## src/rtl/mcsr_pkg.sv

```systemverilog
package mcsr_pkg;
  localparam int XLEN    = 32;
  localparam int CAUSE_W = 5;
  localparam int ADDR_W  = 12;

  typedef logic [XLEN-1:0] word_t;

  localparam logic [ADDR_W-1:0] A_STATUS  = 12'h300;
  localparam logic [ADDR_W-1:0] A_ISA     = 12'h301;
  localparam logic [ADDR_W-1:0] A_IENA    = 12'h304;
  localparam logic [ADDR_W-1:0] A_TVEC    = 12'h305;
  localparam logic [ADDR_W-1:0] A_SCRATCH = 12'h340;
  localparam logic [ADDR_W-1:0] A_EPC     = 12'h341;
  localparam logic [ADDR_W-1:0] A_CAUSE   = 12'h342;
  localparam logic [ADDR_W-1:0] A_TVAL    = 12'h343;
  localparam logic [ADDR_W-1:0] A_IPEND   = 12'h344;
  localparam logic [ADDR_W-1:0] A_VENDOR  = 12'hF11;
  localparam logic [ADDR_W-1:0] A_ARCH    = 12'hF12;
  localparam logic [ADDR_W-1:0] A_IMPL    = 12'hF13;

  localparam word_t STATUS_KEEP = 32'h0000_1888;
  localparam word_t IRQ_KEEP    = 32'h0000_0888;
  localparam word_t PC_KEEP     = ~word_t'(1);

  localparam int B_GIE  = 3;
  localparam int B_PGIE = 7;
  localparam int B_PPRV = 11;

  localparam int NSRC = 3;
  // priority order, highest first: external, software, timer
  localparam int SRC_ORDER [NSRC] = '{11, 3, 7};

  localparam logic [CAUSE_W-1:0] CAUSE_ILLEGAL = 5'd2;

  function automatic word_t illegal_tval(input word_t insn);
    return (insn[1:0] == 2'b11) ? insn : {16'h0000, insn[15:0]};
  endfunction
endpackage

```

## src/rtl/mcsr_irq_arb.sv

```systemverilog
module mcsr_irq_arb
  import mcsr_pkg::*;
(
  input  logic               gie,
  input  word_t              pend,
  input  word_t              ena,
  output logic               take,
  output logic [CAUSE_W-1:0] cause
);
  word_t active;
  assign active = gie ? (pend & ena & IRQ_KEEP) : '0;

  always_comb begin
    take  = 1'b0;
    cause = '0;
    // walk from lowest to highest priority so the highest wins
    for (int i = NSRC - 1; i >= 0; i--) begin
      if (active[SRC_ORDER[i]]) begin
        take  = 1'b1;
        cause = CAUSE_W'(SRC_ORDER[i]);
      end
    end
  end
endmodule

```

## src/rtl/mcsr_status.sv

```systemverilog
module mcsr_status
  import mcsr_pkg::*;
(
  input  logic  clk,
  input  logic  rst_n,
  input  logic  wr_en,
  input  word_t wdata,
  input  logic  trap_enter,
  input  logic  trap_return,
  output word_t status
);
  word_t st_q;

  always_ff @(posedge clk) begin
    if (!rst_n) begin
      st_q <= '0;
    end else if (trap_enter) begin
      st_q[B_PGIE]            <= st_q[B_GIE];
      st_q[B_GIE]             <= 1'b0;
      st_q[B_PPRV+1:B_PPRV]   <= 2'b11;
    end else if (trap_return) begin
      st_q[B_GIE]             <= st_q[B_PGIE];
      st_q[B_PGIE]            <= 1'b1;
    end else if (wr_en) begin
      st_q <= wdata & STATUS_KEEP;
    end
  end

  assign status = st_q;

  AST_STATUS_MASKED: assert property (@(posedge clk) disable iff (!rst_n)
    wr_en && !trap_enter && !trap_return |=> (st_q & ~STATUS_KEEP) == '0);
  AST_ENTRY_CLEARS_GIE: assert property (@(posedge clk) disable iff (!rst_n)
    trap_enter |=> !st_q[B_GIE] && st_q[B_PGIE] == $past(st_q[B_GIE]));
  AST_RETURN_SETS_PGIE: assert property (@(posedge clk) disable iff (!rst_n)
    trap_return && !trap_enter |=> st_q[B_PGIE] && st_q[B_GIE] == $past(st_q[B_PGIE]));
endmodule

```

## src/rtl/mcsr_trap_ctrl.sv

```systemverilog
module mcsr_trap_ctrl
  import mcsr_pkg::*;
(
  input  logic               clk,
  input  logic               rst_n,
  input  logic               exc_valid,
  input  logic [CAUSE_W-1:0] exc_cause,
  input  word_t              exc_pc,
  input  word_t              exc_insn,
  input  logic               fault_rec_valid,
  input  word_t              fault_rec_addr,
  input  logic               irq_enter,
  input  logic [CAUSE_W-1:0] irq_cause,
  input  word_t              irq_next_pc,
  input  logic               ret_go,
  input  logic [XLEN-3:0]    tvec_base,
  input  logic               tvec_vectored,
  input  logic               wr_epc,
  input  logic               wr_cause,
  input  logic               wr_tval,
  input  word_t              wdata,
  output word_t              epc,
  output word_t              cause,
  output word_t              tval,
  output logic               redirect_valid,
  output word_t              redirect_pc
);
  localparam int PAD_W = XLEN - 1 - CAUSE_W;

  word_t epc_q, cause_q, tval_q, fault_q;
  word_t base_pc, fault_src;

  assign base_pc   = {tvec_base, 2'b00};
  assign fault_src = fault_rec_valid ? fault_rec_addr : fault_q;

  always_comb begin
    redirect_valid = exc_valid | irq_enter | ret_go;
    if (exc_valid)
      redirect_pc = base_pc;
    else if (irq_enter)
      redirect_pc = tvec_vectored ? base_pc + XLEN'({irq_cause, 2'b00}) : base_pc;
    else if (ret_go)
      redirect_pc = epc_q;
    else
      redirect_pc = '0;
  end

  always_ff @(posedge clk) begin
    if (!rst_n) begin
      epc_q   <= '0;
      cause_q <= '0;
      tval_q  <= '0;
      fault_q <= '0;
    end else if (exc_valid) begin
      epc_q   <= exc_pc & PC_KEEP;
      cause_q <= {1'b0, {PAD_W{1'b0}}, exc_cause};
      tval_q  <= (exc_cause == CAUSE_ILLEGAL) ? illegal_tval(exc_insn) : fault_src;
      fault_q <= '0;
    end else if (irq_enter) begin
      epc_q   <= irq_next_pc & PC_KEEP;
      cause_q <= {1'b1, {PAD_W{1'b0}}, irq_cause};
      if (fault_rec_valid) fault_q <= fault_rec_addr;
    end else begin
      if (wr_epc)          epc_q   <= wdata & PC_KEEP;
      if (wr_cause)        cause_q <= wdata;
      if (wr_tval)         tval_q  <= wdata;
      if (fault_rec_valid) fault_q <= fault_rec_addr;
    end
  end

  assign epc   = epc_q;
  assign cause = cause_q;
  assign tval  = tval_q;

  AST_EPC_ON_EXC: assert property (@(posedge clk) disable iff (!rst_n)
    exc_valid |=> epc_q == ($past(exc_pc) & PC_KEEP));
  AST_RECORD_CLEARED: assert property (@(posedge clk) disable iff (!rst_n)
    exc_valid |=> fault_q == '0);
  AST_IRQ_CAUSE_FLAG: assert property (@(posedge clk) disable iff (!rst_n)
    irq_enter && !exc_valid |=> cause_q[XLEN-1]);
endmodule

```

## src/rtl/mcsr_trap_unit.sv

```systemverilog
module mcsr_trap_unit
  import mcsr_pkg::*;
#(
  parameter logic [31:0] ISA_WORD  = 32'h4000_1104,
  parameter logic [31:0] VENDOR_ID = 32'h0000_0669,
  parameter logic [31:0] ARCH_ID   = 32'h8000_0003,
  parameter logic [31:0] IMPL_ID   = 32'h0000_0001
) (
  input  logic                clk,
  input  logic                rst_n,
  input  logic                csr_en,
  input  logic                csr_we,
  input  logic [ADDR_W-1:0]   csr_addr,
  input  logic [XLEN-1:0]     csr_wdata,
  output logic [XLEN-1:0]     csr_rdata,
  input  logic                exc_valid,
  input  logic [CAUSE_W-1:0]  exc_cause,
  input  logic [XLEN-1:0]     exc_pc,
  input  logic [XLEN-1:0]     exc_insn,
  input  logic                fault_rec_valid,
  input  logic [XLEN-1:0]     fault_rec_addr,
  input  logic                irq_sw,
  input  logic                irq_tim,
  input  logic                irq_ext,
  output logic                irq_take,
  output logic [CAUSE_W-1:0]  irq_cause,
  input  logic                irq_ack,
  input  logic [XLEN-1:0]     irq_next_pc,
  input  logic                mret,
  output logic                redirect_valid,
  output logic [XLEN-1:0]     redirect_pc
);
  word_t ien_q, ipend_q, scratch_q, status, epc, cause, tval;
  logic [XLEN-3:0] tvec_base_q;
  logic tvec_vec_q;
  word_t raw_lines, pend_view;
  logic irq_enter, trap_any, ret_go, wr_any;

  assign raw_lines = word_t'({irq_ext, 3'b000, irq_tim, 3'b000, irq_sw, 3'b000});
  assign pend_view = (ipend_q | raw_lines) & IRQ_KEEP;

  assign irq_enter = irq_ack & irq_take & ~exc_valid;
  assign trap_any  = exc_valid | irq_enter;
  assign ret_go    = mret & ~trap_any;
  assign wr_any    = csr_en & csr_we & ~trap_any;

  mcsr_irq_arb u_arb (
    .gie   (status[B_GIE]),
    .pend  (pend_view),
    .ena   (ien_q),
    .take  (irq_take),
    .cause (irq_cause)
  );

  mcsr_status u_status (
    .clk         (clk),
    .rst_n       (rst_n),
    .wr_en       (wr_any && csr_addr == A_STATUS),
    .wdata       (csr_wdata),
    .trap_enter  (trap_any),
    .trap_return (ret_go),
    .status      (status)
  );

  mcsr_trap_ctrl u_trap (
    .clk             (clk),
    .rst_n           (rst_n),
    .exc_valid       (exc_valid),
    .exc_cause       (exc_cause),
    .exc_pc          (exc_pc),
    .exc_insn        (exc_insn),
    .fault_rec_valid (fault_rec_valid),
    .fault_rec_addr  (fault_rec_addr),
    .irq_enter       (irq_enter),
    .irq_cause       (irq_cause),
    .irq_next_pc     (irq_next_pc),
    .ret_go          (ret_go),
    .tvec_base       (tvec_base_q),
    .tvec_vectored   (tvec_vec_q),
    .wr_epc          (wr_any && csr_addr == A_EPC),
    .wr_cause        (wr_any && csr_addr == A_CAUSE),
    .wr_tval         (wr_any && csr_addr == A_TVAL),
    .wdata           (csr_wdata),
    .epc             (epc),
    .cause           (cause),
    .tval            (tval),
    .redirect_valid  (redirect_valid),
    .redirect_pc     (redirect_pc)
  );

  always_ff @(posedge clk) begin
    if (!rst_n) begin
      ien_q       <= '0;
      ipend_q     <= '0;
      scratch_q   <= '0;
      tvec_base_q <= '0;
      tvec_vec_q  <= 1'b0;
    end else if (wr_any) begin
      case (csr_addr)
        A_IENA:    ien_q     <= csr_wdata & IRQ_KEEP;
        A_IPEND:   ipend_q   <= csr_wdata & IRQ_KEEP;
        A_SCRATCH: scratch_q <= csr_wdata;
        A_TVEC: begin
          tvec_base_q <= csr_wdata[XLEN-1:2];
          tvec_vec_q  <= csr_wdata[0];
        end
        default: ;
      endcase
    end
  end

  always_comb begin
    unique case (csr_addr)
      A_STATUS:  csr_rdata = status;
      A_ISA:     csr_rdata = ISA_WORD;
      A_IENA:    csr_rdata = ien_q;
      A_TVEC:    csr_rdata = {tvec_base_q, 1'b0, tvec_vec_q};
      A_SCRATCH: csr_rdata = scratch_q;
      A_EPC:     csr_rdata = epc;
      A_CAUSE:   csr_rdata = cause;
      A_TVAL:    csr_rdata = tval;
      A_IPEND:   csr_rdata = pend_view;
      A_VENDOR:  csr_rdata = VENDOR_ID;
      A_ARCH:    csr_rdata = ARCH_ID;
      A_IMPL:    csr_rdata = IMPL_ID;
      default:   csr_rdata = '0;
    endcase
  end

  AST_TAKE_NEEDS_GIE: assert property (@(posedge clk) disable iff (!rst_n)
    irq_take |-> status[B_GIE]);
  AST_PEND_READ_MASKED: assert property (@(posedge clk) disable iff (!rst_n)
    csr_en && csr_addr == A_IPEND |-> (csr_rdata & ~IRQ_KEEP) == '0);
  AST_REDIRECT_WITH_EVENT: assert property (@(posedge clk) disable iff (!rst_n)
    redirect_valid |-> exc_valid || irq_ack || mret);
endmodule

```

## config.mk

```make
export PLATFORM = sky130hd
export DESIGN_NAME = mcsr_trap_unit
export DESIGN_NICKNAME = d
export VERILOG_FILES = /design/src/rtl/mcsr_pkg.sv /design/src/rtl/mcsr_irq_arb.sv /design/src/rtl/mcsr_status.sv /design/src/rtl/mcsr_trap_ctrl.sv /design/src/rtl/mcsr_trap_unit.sv
export SDC_FILE = /design/constraint.sdc
export NUM_CORES = 1
export LEC_CHECK = 0
export BUFFER_PORTS_ARGS = -buffer_cell sky130_fd_sc_hd__buf_2
export CORE_MARGIN = 1
export CORE_UTILIZATION = 50
export DETAILED_ROUTE_END_ITERATION = 8
export PLACE_DENSITY = 0.78
export SLEW_MARGIN = 20
export SYNTH_ARGS = -nofsm -noshare
export SYNTH_HDL_FRONTEND = slang
export SYNTH_SLANG_ARGS = --single-unit
```

## constraint.sdc

```tcl
create_clock -name clk -period 4.2 [get_ports clk]
set_clock_uncertainty 0.1 [all_clocks]
set_input_delay 0.84 -clock clk [delete_from_list [all_inputs] [get_ports clk]]
set_output_delay 0.84 -clock clk [all_outputs]
set_load 0.01 [all_outputs]
```

* After elaboration in Yosys (flattened, before gate mapping)
Cells that the tools add are included.
** Word-level totals
- Bits in registers :: 200
- Latch bits :: 0
- RAM bits :: 0
- Bits in read-only memories :: 0
- Input port bits :: 188
- Output and inout port bits :: 71
- Logic and storage cells :: 93
- Memories :: 0
** Cells by class
- $add $sub $neg :: 1
- Multiply operators :: 0
- Div/mod/pow operators :: 0
- Order comparisons :: 0
- Equal/unequal tests :: 16
- Shift operators :: 0
- Muxes and demuxes :: 30
- Bitwise operators :: 12
- Reductions and logical operators :: 20
** Operators by type and width (number)
- 2-to-1 mux 32 bit :: 15
- one-hot mux 32 bit (12 select lines) :: 1
- == test 12 x 10 -> 1 bit, second input constant :: 9
- == test 12 bit, second input constant :: 3
- adder 32 x 6 -> 32 bit :: 1
- 2-to-1 mux 13 bit :: 1
- AND 12 bit :: 1
- 2-to-1 mux 12 bit :: 1
- bitwise OR 12 bit :: 1
- AND reduction 2 bit :: 6
- 2-to-1 mux 5 bit :: 2
- nonzero test 3 bit :: 3
- nonzero test 2 bit :: 4
- 2-to-1 mux 1 bit :: 6
- 2-to-1 mux 3 bit :: 2
- AND 1 bit :: 5
- == test 5 x 2 -> 1 bit, second input constant :: 1
- logical AND 1 bit :: 4
- 2-to-1 mux 4 bit :: 1
- != test 2 bit, second input constant :: 2
- OR reduction 2 bit :: 2
- inverter 1 bit :: 3
- OR reduction 3 bit :: 1
- == test 2 bit, second input constant :: 1
- other kinds (2) :: 3

* Longest topological paths before layout
- Word-level depth :: 15
- Depth in mapped cells :: 11

* Modules after synthesis
Synthesis repeated with hierarchy kept, for this count alone.
** Unflattened totals
- Cells, all modules :: 1487
- Area, all modules :: 12206.7 um2
** Modules (own cells, without submodules)
- mcsr_trap_ctrl :: times used 1, cells each 888, area an instance 7144.4 um2, sequential area each 2542.4 um2
- mcsr_trap_unit :: times used 1, cells each 543, area an instance 4595.7 um2, sequential area each 1381.3 um2
- mcsr_status :: times used 1, cells each 47, area an instance 405.4 um2, sequential area each 80.1 um2
- mcsr_irq_arb :: times used 1, cells each 9, area an instance 61.3 um2, sequential area each 0.0 um2

* Least setup slack after synthesis
No wires, ideal clock.
- Path kind :: input -> output
- Start point :: input irq_tim
- End point :: output redirect_pc[28]
- Data arrival time :: 3310 ps
- Setup slack :: -50 ps
- Stages on the path :: 10
- Buffers on the path :: 0
- Cell sequence :: o211ai_1 > nand3_1 > ha_1 > inv_1 > fa_1 > nand2b_1 > a21oi_1 > nand4_1 > or4_1 > nand4_1
** Between the ends
- Word-level cells in the longest chain between the ends :: 14
** Ends and longest elaborated chain
- start, declared :: RTL line mcsr_trap_unit.sv:23 : input logic irq_tim,
- bitwise OR 12 bit * :: RTL line mcsr_trap_unit.sv:40 : assign pend_view = (ipend_q | raw_lines) & IRQ_KEEP;
- AND 12 bit * :: RTL line mcsr_irq_arb.sv:11 : assign active = gie ? (pend & ena & IRQ_KEEP) : '0;
- 2-to-1 mux 12 bit * :: RTL line mcsr_irq_arb.sv:11
- 2-to-1 mux 1 bit * (3 in a row) :: RTL line mcsr_irq_arb.sv:18 : if (active[SRC_ORDER[i]]) begin
- via irq_take :: RTL line mcsr_trap_unit.sv:25 : output logic irq_take,
- AND 1 bit * (2 in a row) :: RTL line mcsr_trap_unit.sv:42 : assign irq_enter = irq_ack & irq_take & ~exc_valid;
- bitwise OR 1 bit :: RTL line mcsr_trap_unit.sv:43 : assign trap_any = exc_valid | irq_enter;
- inverter 1 bit :: RTL line mcsr_trap_unit.sv:44 : assign ret_go = mret & ~trap_any;
- AND 1 bit :: RTL line mcsr_trap_unit.sv:44
- 2-to-1 mux 32 bit :: RTL line mcsr_trap_ctrl.sv:42 : else if (ret_go)
- 2-to-1 mux 32 bit * :: RTL line mcsr_trap_ctrl.sv:40 : else if (irq_enter)
- 2-to-1 mux 32 bit * :: RTL line mcsr_trap_ctrl.sv:38 : if (exc_valid)
- end, declared :: RTL line mcsr_trap_unit.sv:31 : output logic [XLEN-1:0] redirect_pc
Mark *: on every way through the listed nets, which the timed path passes. The rest lies on a longest branch.

* Worst setup path after layout
- Start point :: input irq_tim
- End point :: output redirect_pc[23]
** Between the ends
- Word-level cells in the longest chain between the ends :: 14
** Ends and longest elaborated chain (RTL line)
- bitwise OR 12 bit * :: mcsr_trap_unit.sv:40
- AND 12 bit * :: mcsr_irq_arb.sv:11
- 2-to-1 mux 12 bit * :: mcsr_irq_arb.sv:11
- branches (longest 9 deep; another with adder 32 x 6 -> 32 bit)
- 2-to-1 mux 32 bit * :: mcsr_trap_ctrl.sv:40
- 2-to-1 mux 32 bit * :: mcsr_trap_ctrl.sv:38
Every way passes the cells marked *.

==> results.py <==
metrics = {
    "placed_design": {
        "place_worst_setup_slack_ps": 37.72,
        "gp_congestion": 0.9530,
        "placedCellCount": 1920,
        "io_buffers": 254,
        "placed_area_mm2": 0.01305,
        "hpwlAfterDp_mm": 30.81,
    },
    "synth": {
        "synth.most_common_cell": "nand2_1",
        "ys_ff_latch": 200,
        "async_flop_share_pct": 0,
        "yosys.area.top_type": "dfxtp_1",
        "ys.flop_type": "dfxtp_1",
        "synth_cells": 1470,
        "synthesis.area_mm2": 0.01150,
        "synth_common_cells": "217 x nand2_1, 200 x dfxtp_1, 110 x o21ai_0, 100 x nand3_1, 97 x nor2_1",
        "yosys_warnings": 0,
        "synth-edff-count": 0,
        "synth_area_leaders": "dfxtp_1 35%, mux2i_1 7.9%, nand2_1 7.1%",
        "synth.avg_cell_area_um2": 7.824,
        "synth_top_cell_area_share_pct": 34.81,
        "seq_area_frac_synth_pct": 34.81,
        "synth.distinct_cells": 86,
    },
    "sta": {
        "timing.final.ws_setup_ps": 102.1,
        "drv_slew": 0,
        "rsz0062_at_grt": "no",
        "worst_pin_slew_ps": 963.1,
        "post-route-period-util_pct": 97.57,
        "setup_viol": 0,
        "hold_violations": 0,
        "tns_ps": 0,
        "fin_crit_ps": 4098,
        "relSlewSlack_pct": 35.79,
        "maxClockFrequency_mhz": 244.0,
    },
    "layout": {
        "final_cells": 1953,
        "final_area_mm2": 0.01375,
        "drive_gt1_share_pct": 23.82,
        "syn2layout_area_growth_pct": 19.55,
        "seq_area_mm2": 0.004008,
        "fillers": 2062,
        "final_util_pct": 60.91,
        "fin_nets": 1847,
        "multi_input_comb_area_mm2": 0.006899,
    },
    "pwr": {
        "ir_drop_mv": 0.2937,
        "p_leak_nw": 5.412,
        "power_density_mw_per_mm2": 323.6,
    },
    "drt": {
        "drtPass1Iterations": 6,
        "vias": 12765,
        "wire_per_inst_um": 21.75,
        "drc": 0,
        "wl_mm": 42.48,
        "drtIter0Drc": 1891,
        "via_per_inst": 6.536,
        "ant_nets": 0,
    },
    "floorplanning": {
        "dieArea_mm2": 0.02361,
        "core_area_mm2": 0.02257,
        "dieHeight_um": 153.7,
        "initial_utilization_pct": 50.95,
        "ios": 259,
        "dieWidth_um": 153.7,
        "rows": 55,
    },
    "global_routing": {
        "grt_start_max_net_pins": 124,
        "antenna_found_initial": 2,
        "grt_pass1_vias": 11366,
        "grt_usage_pct": 35.10,
        "gr-total-overflow": 0,
        "grt_pass1_wl_mm": 64.85,
    },
    "cts": {
        "cts_tree": "yes",
        "cts-root-buf": "clkbuf_16",
        "clkSinkCount": 200,
        "post-cts-setup-buffers": 0,
        "ctsHtreeMaxLevel": 4,
        "clk_latency_ps": 440,
        "cts_hold_repair.buffers": 0,
        "ctsLongestPathBuffers": 2,
        "cts_inserted_buffers": 17,
        "clk_pin_slew_ps": 70,
    },
    "worst_setup_path": {
        "cp_max_fo": 4,
        "critPathKind": "input pin to output port",
        "worst_ep_arrival_time_ps": 3160,
        "crit_path_start_kind": "input pin",
        "cp-end-kind": "output port",
        "cp.required_ps": 3260,
    },
    "outcome": {
        "outcome": "finished, final reports clean",
    },
    "flow_run": {
        "cap_violations": 0,
    },
    "min_path": {
        "min_path_type": "register to register",
    },
}
==> per-layer routing <==
layer / wire (µm) / global-route usage, % / vias to the layer above
met5: 0 / 0 / -
met3: 5314 / 7.441 / 79
met1: 18290 / 52.19 / 6000
met4: 950 / 10.86 / 0
li1: - / - / 5877
met2: 17930 / 50.06 / 809
==> cells by family (layout without fill, tap and decap cells) <==
| group | Yosys count | after routing | share of synthesized area [%] |
|---|---|---|---|
| compound gates | 487 | 487 | 28.98 |
| xor+xnor | 1 | 1 | 0.07617 |
| fa+ha+maj | 5 | 5 | 0.6092 |
| buf+inv | 161 | 357 | 6.005 |
| flops | 200 | 200 | 34.81 |
| mux | 92 | 92 | 8.018 |
| other cells | 1 | 3 | 0.03261 |
| simple gates | 523 | 523 | 21.46 |
==> worst paths after layout <==
check / startpoint / endpoint / slack (ps) / cells after the start
max: irq_tim / redirect_pc[23] / 100 / 12
min: u_trap.cause[16] / u_trap.cause[16] / 350 / 2
max reg2reg: ipend_q[11] / u_trap.tval[8] / 1650 / 9
min reg2reg: u_trap.cause[16] / u_trap.cause[16] / 350 / 2
==> metrics by stage <==
step	total power, mW	hold slack (ps)
after floorplan	2.356	331.2
after global placement	2.604	336.8
after detailed placement	2.615	342.3
after CTS	4.435	352.1
after global routing	4.580	372.5
final	4.449	350.5
==> registers in the layout, indices dropped and copies added, names as in the netlist <==
signal	cells
u_status.status	4
ien_q	3
tvec_vec_q	1
ipend_q	3
u_trap.cause	32
scratch_q	32
tvec_base_q	30
u_trap.epc	31
u_trap.fault_q	32
u_trap.tval	32
==> critical path: stages <==
cell,delay (ps)
buf_2,120
buf_4,140
o211a_1,210
and3_1,190
ha_2,370
o21ai_1,110
o21bai_1,260
buf_4,200
nand4_1,140
mux2i_1,160
a211o_1,270
buf_2,140
==> cell type report <==
class	instances	area share [%]
antenna	1	0.01820
timing repair buffer	311	12.86
clock buffer	17	3.094
clock inverter	15	1.729
tap	285	2.594
multi-input combinational	1110	50.18
sequential	200	29.15
inverter	14	0.3822
==> power breakdown <==
group	switching (mW)	total, mW	internal [mW]	leakage (nW)
combinational	0.364	0.584	0.221	3.46
clock	0.783	1.86	1.07	0.322
sequential	0.0547	2.01	1.95	1.63
==> what timing repair did <==
| action | in CTS | in global routing |
|---|---|---|
| resized for setup | 1 | 10 |
| endpoints found under the hold margin | 0 | 0 |
| setup endpoints to repair | 1 | 8 |
| pin swaps | 0 | 2 |
==> cell usage in the layout, fill, tap and decap left out, types with 9 or more instances in the layout <==
cell type  Yosys  routed
a211oi_1      13      12
a21oi_1       75      74
a221o_1       19      19
a22oi_1       11      11
a311oi_1      16      16
a31oi_1       10       9
and3_1        10      10
buf_2         36     253
buf_4          5      52
clkbuf_16      0      17
dfxtp_1      200     197
inv_1         11      11
mux2i_1       91      91
nand2_1      217     216
nand3_1      100      99
nand4_1       15      15
nor2_1        97      96
nor3_1        27      27
o211ai_1      47      47
o21ai_0      110     108
o221ai_1      31      31
o22ai_1       62      62
o31ai_1       18      18
Note: power is estimated with default switching activity, not from simulation.
